<file path="config.mk">
export PLATFORM = sky130hd
export DESIGN_NAME = spi_regx_engine
export DESIGN_NICKNAME = d
export VERILOG_FILES = /design/src/rtl/spi_regx_pkg.sv /design/src/rtl/spi_regx_tick.sv /design/src/rtl/spi_regx_shift.sv /design/src/rtl/spi_regx_engine.sv
export SDC_FILE = /design/constraint.sdc
export NUM_CORES = 1
export LEC_CHECK = 0
export ABC_AREA = 1
export BUFFER_PORTS_ARGS = -buffer_cell sky130_fd_sc_hd__buf_2
export CORE_ASPECT_RATIO = 0.75
export CORE_UTILIZATION = 38
export CTS_BUF_LIST = sky130_fd_sc_hd__clkbuf_4 sky130_fd_sc_hd__clkbuf_8
export DETAILED_ROUTE_END_ITERATION = 10
export SLEW_MARGIN = 10
export SYNTH_ARGS = -nofsm -noshare
export SYNTH_HDL_FRONTEND = slang
export SYNTH_SLANG_ARGS = --single-unit
</file>
<file path="constraint.sdc">
create_clock -name clk -period 1.4 [get_ports clk]
set_input_delay 0.14 -clock clk [delete_from_list [all_inputs] [get_ports clk]]
set_output_delay 0.14 -clock clk [all_outputs]
set_load 0.05 [all_outputs]
</file>
<file path="src/rtl/spi_regx_pkg.sv">
package spi_regx_pkg;
   typedef enum logic [1:0] {
      ST_IDLE  = 2'd0,
      ST_FRAME = 2'd1,
      ST_GAP   = 2'd2
   } eng_state_t;
endpackage

</file>
<file path="src/rtl/spi_regx_tick.sv">
// Half-period strobe for the serial clock: one pulse every HALF system cycles while run is high.
module spi_regx_tick #(
   parameter int HALF = 2
) (
   input  logic clk,
   input  logic rst,
   input  logic run,
   output logic tick
);
   generate
      if (HALF < 1) begin : g_bad
         $error("spi_regx_tick: HALF must be at least 1");
      end
      if (HALF == 1) begin : g_direct
         assign tick = run;
      end else begin : g_count
         localparam int CW = $clog2(HALF);
         logic [CW-1:0] cnt_q;
         always_ff @(posedge clk) begin
            if (rst || !run)                cnt_q <= '0;
            else if (cnt_q == CW'(HALF-1))  cnt_q <= '0;
            else                            cnt_q <= cnt_q + 1'b1;
         end
         assign tick = run && (cnt_q == CW'(HALF-1));
      end
   endgenerate
endmodule

</file>
<file path="src/rtl/spi_regx_shift.sv">
// Frame shifter; LSB_FIRST selects the serial bit order for both directions.
module spi_regx_shift #(
   parameter int FW        = 16,
   parameter bit LSB_FIRST = 1'b1
) (
   input  logic          clk,
   input  logic          rst,
   input  logic          load,
   input  logic [FW-1:0] load_word,
   input  logic          advance,
   input  logic          capture,
   input  logic          miso,
   output logic          mosi,
   output logic [FW-1:0] rx_word
);
   logic [FW-1:0] tx_q;
   logic [FW-1:0] rx_q;

   generate
      if (LSB_FIRST) begin : g_lsb
         always_ff @(posedge clk) begin
            if (rst)          tx_q <= '0;
            else if (load)    tx_q <= load_word;
            else if (advance) tx_q <= {1'b0, tx_q[FW-1:1]};
         end
         always_ff @(posedge clk) begin
            if (rst || load)  rx_q <= '0;
            else if (capture) rx_q <= {miso, rx_q[FW-1:1]};
         end
         assign mosi = tx_q[0];
      end else begin : g_msb
         always_ff @(posedge clk) begin
            if (rst)          tx_q <= '0;
            else if (load)    tx_q <= load_word;
            else if (advance) tx_q <= {tx_q[FW-2:0], 1'b0};
         end
         always_ff @(posedge clk) begin
            if (rst || load)  rx_q <= '0;
            else if (capture) rx_q <= {rx_q[FW-2:0], miso};
         end
         assign mosi = tx_q[FW-1];
      end
   endgenerate

   assign rx_word = rx_q;
endmodule

</file>
<file path="src/rtl/spi_regx_engine.sv">
module spi_regx_engine
   import spi_regx_pkg::*;
#(
   parameter int ADDR_W    = 5,
   parameter int DATA_W    = 10,
   parameter int CLK_HALF  = 2,
   parameter int GAP_SCLK  = 2,
   parameter bit LSB_FIRST = 1'b1
) (
   input  logic              clk,
   input  logic              rst,
   input  logic              req_valid,
   output logic              req_ready,
   input  logic              req_write,
   input  logic [ADDR_W-1:0] req_addr,
   input  logic [DATA_W-1:0] req_wdata,
   output logic              done,
   output logic [DATA_W-1:0] rd_data,
   output logic              sclk,
   output logic              cs_n,
   output logic              mosi,
   input  logic              miso
);
   localparam int FRAME_W   = ADDR_W + 1 + DATA_W;
   localparam int BIT_W     = $clog2(FRAME_W);
   localparam int GAP_TICKS = 2 * GAP_SCLK;
   localparam int GAP_W     = $clog2(GAP_TICKS + 1);

   generate
      if (ADDR_W < 1 || DATA_W < 1) begin : g_bad_width
         $error("spi_regx_engine: field widths must be positive");
      end
      if (GAP_SCLK < 1) begin : g_bad_gap
         $error("spi_regx_engine: GAP_SCLK must be at least 1");
      end
   endgenerate

   eng_state_t         state_q;
   logic               is_read_q;
   logic               resp_q;
   logic [BIT_W-1:0]   bit_q;
   logic [GAP_W-1:0]   gap_q;
   logic               sclk_q;
   logic               cs_n_q;
   logic               done_q;
   logic [DATA_W-1:0]  rdata_q;

   logic               tick;
   logic               accept;
   logic               gap_end;
   logic               last_fall;
   logic               load;
   logic [FRAME_W-1:0] load_word;
   logic               advance;
   logic               capture;
   logic [FRAME_W-1:0] rx_word;

   assign accept    = req_valid && (state_q == ST_IDLE);
   assign gap_end   = (state_q == ST_GAP) && tick && (gap_q == GAP_W'(GAP_TICKS-1));
   assign last_fall = (state_q == ST_FRAME) && tick && sclk_q &&
                      (bit_q == BIT_W'(FRAME_W-1));
   assign load      = accept || gap_end;
   assign load_word = accept ? {req_addr, req_write, (req_write ? req_wdata : DATA_W'(0))}
                             : FRAME_W'(0);
   assign advance   = (state_q == ST_FRAME) && tick && sclk_q && !last_fall;
   assign capture   = (state_q == ST_FRAME) && tick && !sclk_q;

   spi_regx_tick #(.HALF(CLK_HALF)) u_tick (
      .clk  (clk),
      .rst  (rst),
      .run  (state_q != ST_IDLE),
      .tick (tick)
   );

   spi_regx_shift #(.FW(FRAME_W), .LSB_FIRST(LSB_FIRST)) u_shift (
      .clk       (clk),
      .rst       (rst),
      .load      (load),
      .load_word (load_word),
      .advance   (advance),
      .capture   (capture),
      .miso      (miso),
      .mosi      (mosi),
      .rx_word   (rx_word)
   );

   always_ff @(posedge clk) begin
      if (rst) begin
         state_q   <= ST_IDLE;
         is_read_q <= 1'b0;
         resp_q    <= 1'b0;
         bit_q     <= '0;
         gap_q     <= '0;
         sclk_q    <= 1'b0;
         cs_n_q    <= 1'b1;
         done_q    <= 1'b0;
         rdata_q   <= '0;
      end else begin
         done_q <= 1'b0;
         unique case (state_q)
            ST_IDLE: begin
               if (accept) begin
                  state_q   <= ST_FRAME;
                  is_read_q <= !req_write;
                  resp_q    <= 1'b0;
                  bit_q     <= '0;
                  cs_n_q    <= 1'b0;
               end
            end
            ST_FRAME: begin
               if (tick) begin
                  if (!sclk_q) begin
                     sclk_q <= 1'b1;
                  end else begin
                     sclk_q <= 1'b0;
                     if (last_fall) begin
                        cs_n_q <= 1'b1;
                        bit_q  <= '0;
                        if (is_read_q && !resp_q) begin
                           state_q <= ST_GAP;
                           gap_q   <= '0;
                        end else begin
                           state_q <= ST_IDLE;
                           done_q  <= 1'b1;
                           if (is_read_q) rdata_q <= rx_word[DATA_W-1:0];
                        end
                     end else begin
                        bit_q <= bit_q + 1'b1;
                     end
                  end
               end
            end
            ST_GAP: begin
               if (tick) begin
                  if (gap_end) begin
                     state_q <= ST_FRAME;
                     resp_q  <= 1'b1;
                     cs_n_q  <= 1'b0;
                  end else begin
                     gap_q <= gap_q + 1'b1;
                  end
               end
            end
            default: state_q <= ST_IDLE;
         endcase
      end
   end

   assign req_ready = (state_q == ST_IDLE);
   assign done      = done_q;
   assign rd_data   = rdata_q;
   assign sclk      = sclk_q;
   assign cs_n      = cs_n_q;
endmodule

</file>
After elaboration in Yosys (flattened, before gate mapping)
Cells that the tools add are included.

word-level totals
  register bits after elaboration = 57
  input bits = 20
  output and inout bits = 15
  word-level logic and storage cells = 103

operators by class
  add/sub/neg operators = 3
  bitwise logic cells = 5
  equality and inequality tests = 12
  muxes and demuxes = 36
  reduce and logical (&&, ||, !) cells = 35

operator list
  kind                                                              number
  16-bit two-way mux                                                3
  3-bit two-way mux                                                 6
  4-bit two-way mux                                                 4
  2-bit two-way mux                                                 7
  7-bit AND reduction                                               2
  2-bit != test (second input constant)                             6
  6-bit AND reduction                                               2
  1-bit logical AND                                                 10
  1-bit two-way mux                                                 10
  10-bit two-way mux                                                1
  2-bit nonzero test                                                5
  4-bit case mux with 2 select lines                                1
  4-bit AND reduction                                               2
  2-bit case mux with 3 select lines                                1
  3-bit case mux with 2 select lines                                1
  1-bit zero test                                                   5
  1-bit NOT                                                         5
  5-bit OR reduction                                                1
  4-bit by 1-bit adder with 4-bit output (second input constant)    1
  4-bit == test (second input constant)                             1
  2-bit by 1-bit != test with 1-bit output (second input constant)  2
  2-bit AND reduction                                               2
  3-bit by 1-bit adder with 3-bit output (second input constant)    1
  3-bit by 2-bit == test with 1-bit output (second input constant)  1
  9 further kinds                                                   11

Longest topological paths before layout
  word-level depth = 9
  gate-level depth with buffers = 12
  gate-level depth less buffers = 11

Hierarchy
From an unflattened synthesis, not the netlist that was laid out.

unflattened totals
  cells, all modules = 387
  area total of the unflattened synthesis = 2723.9 um2

modules (own cells, without submodules)
  module           seq. area each (um2)  cells each  instances  area an instance (um2)
  spi_regx_shift   640.6                 200         1          1452.6
  spi_regx_engine  480.5                 181         1          1229.9
  spi_regx_tick    20.0                  6           1          41.3

Worst setup path before layout
No wires, ideal clock.

  kind = register -> register
  start point = register state_q[0]
  end point = register u_shift.tx_q[0]
  path buffers = 1
  data required time = 1.284 ns
  slack = -0.328 ns
  data arrival time = 1.611 ns
  stages on the path, launching flop included = 10
  library setup time = 0.116 ns
  clock period less this slack = 1.728 ns
  cell sequence = dfxtp_1 > nor2_2 > nand2_4 > nand2_4 > inv_4 > buf_4 > nand2_1 > nand2_1 > nor2_1 > nor2_1

between the ends
  elaborated cells on any way between the ends = 17
  classes of those cells = eq/ne (2); mux (2); reduce/logical (13)

RTL lines
  what                                                      RTL line                                      text
  from (decl)                                               spi_regx_engine.sv:38                         eng_state_t state_q;
  from (signal assigned)                                    spi_regx_engine.sv:89                         state_q <= ST_IDLE;
  from (signal assigned)                                    spi_regx_engine.sv:103                        state_q <= ST_FRAME;
  from (signal assigned)                                    spi_regx_engine.sv:120                        state_q <= ST_GAP;
  2-bit zero test *                                         --
  net req_ready                                             spi_regx_engine.sv:13                         output logic req_ready,
  1-bit logical AND *                                       spi_regx_engine.sv:58                         assign accept = req_valid && (state_q == ST_IDLE);
  16-bit two-way mux or 1-bit logical OR (tied branches)    spi_regx_engine.sv:63, spi_regx_engine.sv:62
  16-bit two-way mux or 2-bit nonzero test (tied branches)  --
  to (signal assigned)                                      spi_regx_shift.sv:23                          else if (load) tx_q <= load_word;
  to (signal assigned)                                      spi_regx_shift.sv:24                          else if (advance) tx_q <= {1'b0, tx_q[FW-1:1]};
  to (decl)                                                 spi_regx_shift.sv:16                          logic [FW-1:0] tx_q;

The timed path passes the listed nets; every way through them passes the cells marked *.
A chain may end at the register's enable or synchronous reset.

Worst setup path after layout
  start point = register gap_q[1]
  end point = register u_shift.tx_q[11]

between the ends
  cells in the longest elaborated chain, start to end = 4
  elaborated cells on any way between the ends = 5
  classes of those cells = eq/ne (1); mux (1); reduce/logical (3)

RTL lines
  what                                                      RTL line                text
  from (decl)                                               spi_regx_engine.sv:42   logic [GAP_W-1:0] gap_q;
  from (signal assigned)                                    spi_regx_engine.sv:140  gap_q <= gap_q + 1'b1;
  3-bit by 2-bit == test with 1-bit output *                spi_regx_engine.sv:59   assign gap_end = (state_q == ST_GAP) && tick && (gap_q == GAP_W'(GAP_TICKS-1));
  1-bit logical AND *                                       spi_regx_engine.sv:59
  1-bit logical OR *                                        spi_regx_engine.sv:62   assign load = accept || gap_end;
  16-bit two-way mux or 2-bit nonzero test (tied branches)  --

Mark *: on every way between the ends. The rest lies on a longest branch, timed or not.

==> impl_results.md <==
- Lkg Pwr: approximately 0.0016 uW
- Post-Syn Area per Cell: 7.143 sq um
- Largest family of logic cells by synthesized area: simple AND/OR/NAND/NOR gates
- Clock latency on the worst-skew pair: ~0.34 ns
- Nets: between 400 and 500
- Root Buffer: clkbuf_8
- Final min period: between 1.5 and 2 ns
- RSZ-0062 raised after global routing: yes
- Rows: 24
- DIE WIDTH: approximately 95 um
- GR Overflow Total: 0
- Synth Area in Simple Gates: 0.3182
- Largest net degree at the start of global routing: 17
- Final number of hold-violating endpoints: 0
- Power per Cell Area: roughly 1100 nW/um^2
- Critical path type: reg2reg
- WP data arrival: about 1.8 ns
- Die Ht: 71.64 um
- Seq/Total Area, Yosys: 0.4644
- Total track usage: 0.1947
- Via Count: approximately 2400
- IO Port Bufs: 34
- Layout cells sized above 1: 0.4147
- Post-CTS Hold Buffers: 0
- Mux cell area share after synthesis: 0
- Hold path cells: 3
- CTS tree: yes
- R2R Path Start: gap_q[1]$_SDFFE_PP0P_
- R2R Path End: u_shift.tx_q[11]$_SDFFE_PP0P_
- Post-Syn Nets: ~370
- Synth warn: 0
- Flop2flop setup slack: -0.11 ns
- Setup crit start kind: register
- Area of the mapped netlist: between 2000 and 2500 sq um
- Antenna diodes: 0
- # IOs: 35
- Top cell by count, worst path: ha_4
- Hold Path End: u_shift.tx_q[15]$_SDFFE_PP0P_
- XOR/XNOR Fraction of Synth Area: 0
- Cells after Synth: between 300 and 400
- Worst Path Required: between 1.5 and 2 ns
- Drt drc: 0
- CTS sink count: 57
- Final ANT Viol Nets: 0
- Num CTS Buffers: 9
- Slowest stage delay, CP: 0.36 ns
- Vias in the first global route: approximately 2200
- Max Fclk: around 660 MHz
- Final Skew: between 0.008 and 0.009 ns
- Status: complete, but fails checks
- Vias per cell: between 4 and 5
- Crit-path cells: ha_4 -> ha_4 -> nand2_2 -> inv_2 -> nand2_4 -> nand2_8 -> clkinv_8 -> o21ai_4 -> buf_4 -> nand2_1 -> a21oi_2
- Final Core Density: 0.6074
- Count of state elements after synthesis: 57
- Clock slew at reported path FFs: around 0.060 ns
- Iteration-0 DRC Markers: ~140
- Area after DPL: roughly 3000 sq um
- Final std cells w/o fill: 500
- Maximum Capacitance Violations: 0
- Die area: a little under 7000 sq um
- Total Wirelength: 6441 um
- CTS max path bufs: 2
- Final setup viols: 35
- Crit share post-route: 1.082
- Detailed placement HPWL: 3995 um
- Worst slew margin: 0.7378
- Worst Hold Class: in2reg
- Cell Count Post-Placement: between 400 and 500
- First-pass GRT wire length: just over 10000 um
- Max FO, Critical Path: 6
- Avg WL per Cell: 12.88 um
- Least-Margin Pin Slew: 0.3928 ns
- Slew Viols, Final: 0
- Complex-gate fraction of the synthesized area: 0.1344
- Layout area overhead: 49.19%
- FF-to-FF path depth: 11
- Endpoint type of the worst setup path: register
- H-tree depth: 3
- First-pass DRT Iterations: 4
- Hold path startpoint: req_addr[4]
- Placer Congestion: 0.8560
- Setup WS post-layout: -0.1148 ns
- Fillers: 525
- Initial Util: 0.4071
- Final Instance Area: approximately 3700 sq um
- Yosys cell types: 27
- Worst-case vdd ir drop: roughly 0.00065 V
- Violated checks: setup timing
- Worst path slowest cell: dfxtp_2
- Core ar.: around 6000 sq um
- Initial antenna violation count: 0
- Setup WS pre-CTS: -0.2936 ns
- Post-Synth Adder-Cell Area: 0.01527
- Setup TNS: -2.196 ns
[routing by layer]
layer,vias up,wire length (um),track usage
met5,-,0,0
met4,0,87,0.08081
met3,8,237,0.05520
met2,44,2911,0.2838
met1,1109,3205,0.2692
li1,1248,-,-
[worst max path at each step]
| stage | from | end | slack, ns |
|---|---|---|---|
| finish | gap_q[1]$_SDFFE_PP0P_ | u_shift.tx_q[11]$_SDFFE_PP0P_ | -0.11 |
| floorplan | gap_q[1]$_SDFFE_PP0P_ | u_shift.tx_q[3]$_SDFFE_PP0P_ | -0.02 |
| global route | gap_q[1]$_SDFFE_PP0P_ | u_shift.tx_q[5]$_SDFFE_PP0P_ | -0.22 |
| CTS | gap_q[1]$_SDFFE_PP0P_ | u_shift.tx_q[5]$_SDFFE_PP0P_ | -0.09 |
| global placement | bit_q[0]$_SDFFE_PP0P_ | rd_data[6]$_SDFFE_PP0P_ | -0.21 |
| detailed placement | bit_q[0]$_SDFFE_PP0P_ | rd_data[2]$_SDFFE_PP0P_ | -0.29 |
[sequential cells by signal (all words and copies together) (netlist names)]
register / cells
is_read_q: 1
sclk: 1
u_shift.tx_q: 16
cs_n: 1
bit_q: 4
resp_q: 1
gap_q: 3
done: 1
rd_data: 10
state_q: 2
u_tick.g_count.cnt_q: 1
u_shift.rx_word: 16
[layout make-up]
class,instances,area [sq um],area share
Sequential cell,57,1159,0.3160
Clock buffer,11,145.1,0.03959
Inverter,26,135.1,0.03686
Multi-Input combinational cell,250,1445,0.3942
Clock inverter,3,90.09,0.02457
Tap cell,78,97.59,0.02662
Timing Repair Buffer,74,583.1,0.1590
Timing Repair inverter,1,11.26,0.003072
[timing repair]
| action | CTS | global route |
|---|---|---|
| endpoints found under the setup margin | 50 | 53 |
| cloned | 1 | 1 |
| setup buffers | 6 | 5 |
| pin swaps | 5 | 13 |
| resized for setup | 45 | 66 |
[report_power, final]
part / leakage (uW) / switching [uW] / internal [uW]
logic: 0.000977 / 357 / 272
registers: 0.000466 / 37.0 / 1660
clock network: 0.000119 / 639 / 1230
total: 0.00156 / 1030 / 3160
[layout by cell type, fill, tap and decap left out, drive strengths merged]
master  instances
nor2           47
a211oi          2
o21ai          21
dfxtp          57
o21bai          1
nand2         121
buf            74
nor3            4
clkinv          3
ha              3
or2             1
and3            1
inv            24
a21oi          36
nand3          10
clkbuf         11
bufinv          3
nand4           3
[through the flow]
stage	hold WS, ns	power, uW
after CTS	0.04066	4143
after global routing	0.07165	4354
after detailed placement	0.4076	2206
final	0.05527	4197
after global placement	0.4003	2202
after floorplan	0.2874	2027
[worst max-delay path: cells and delay by family, from the launching register on]
family | cells | cell delay (ns)
AO/OA/AOI/OAI | 2 | 0.22
adder cells (fa/ha/maj) | 2 | 0.26
buffers and inverters | 3 | 0.30
flip-flops | 1 | 0.36
AND/OR/NAND/NOR | 4 | 0.29
[cells in the mapped netlist, drive strengths merged]
master | number | area share
a211oi | 2 | 0.0061
a21oi | 36 | 0.073
and3 | 1 | 0.0025
buf | 6 | 0.019
clkbuf | 5 | 0.0076
clkinv | 1 | 0.0015
dfxtp | 57 | 0.46
ha | 3 | 0.015
inv | 25 | 0.039
nand2 | 121 | 0.19
nand3 | 10 | 0.020
nand4 | 3 | 0.014
nor2 | 47 | 0.079
nor3 | 4 | 0.0081
o21ai | 21 | 0.047
o21bai | 1 | 0.0076
or2 | 1 | 0.0025
[cell families after synthesis]
logic type,after synthesis
AOI/OAI and AO/OA,60
adders and majority gates,3
buffers and inverters,37
DFF,57
and+or+nand+nor,187
Power figures use the tool's default switching activity.
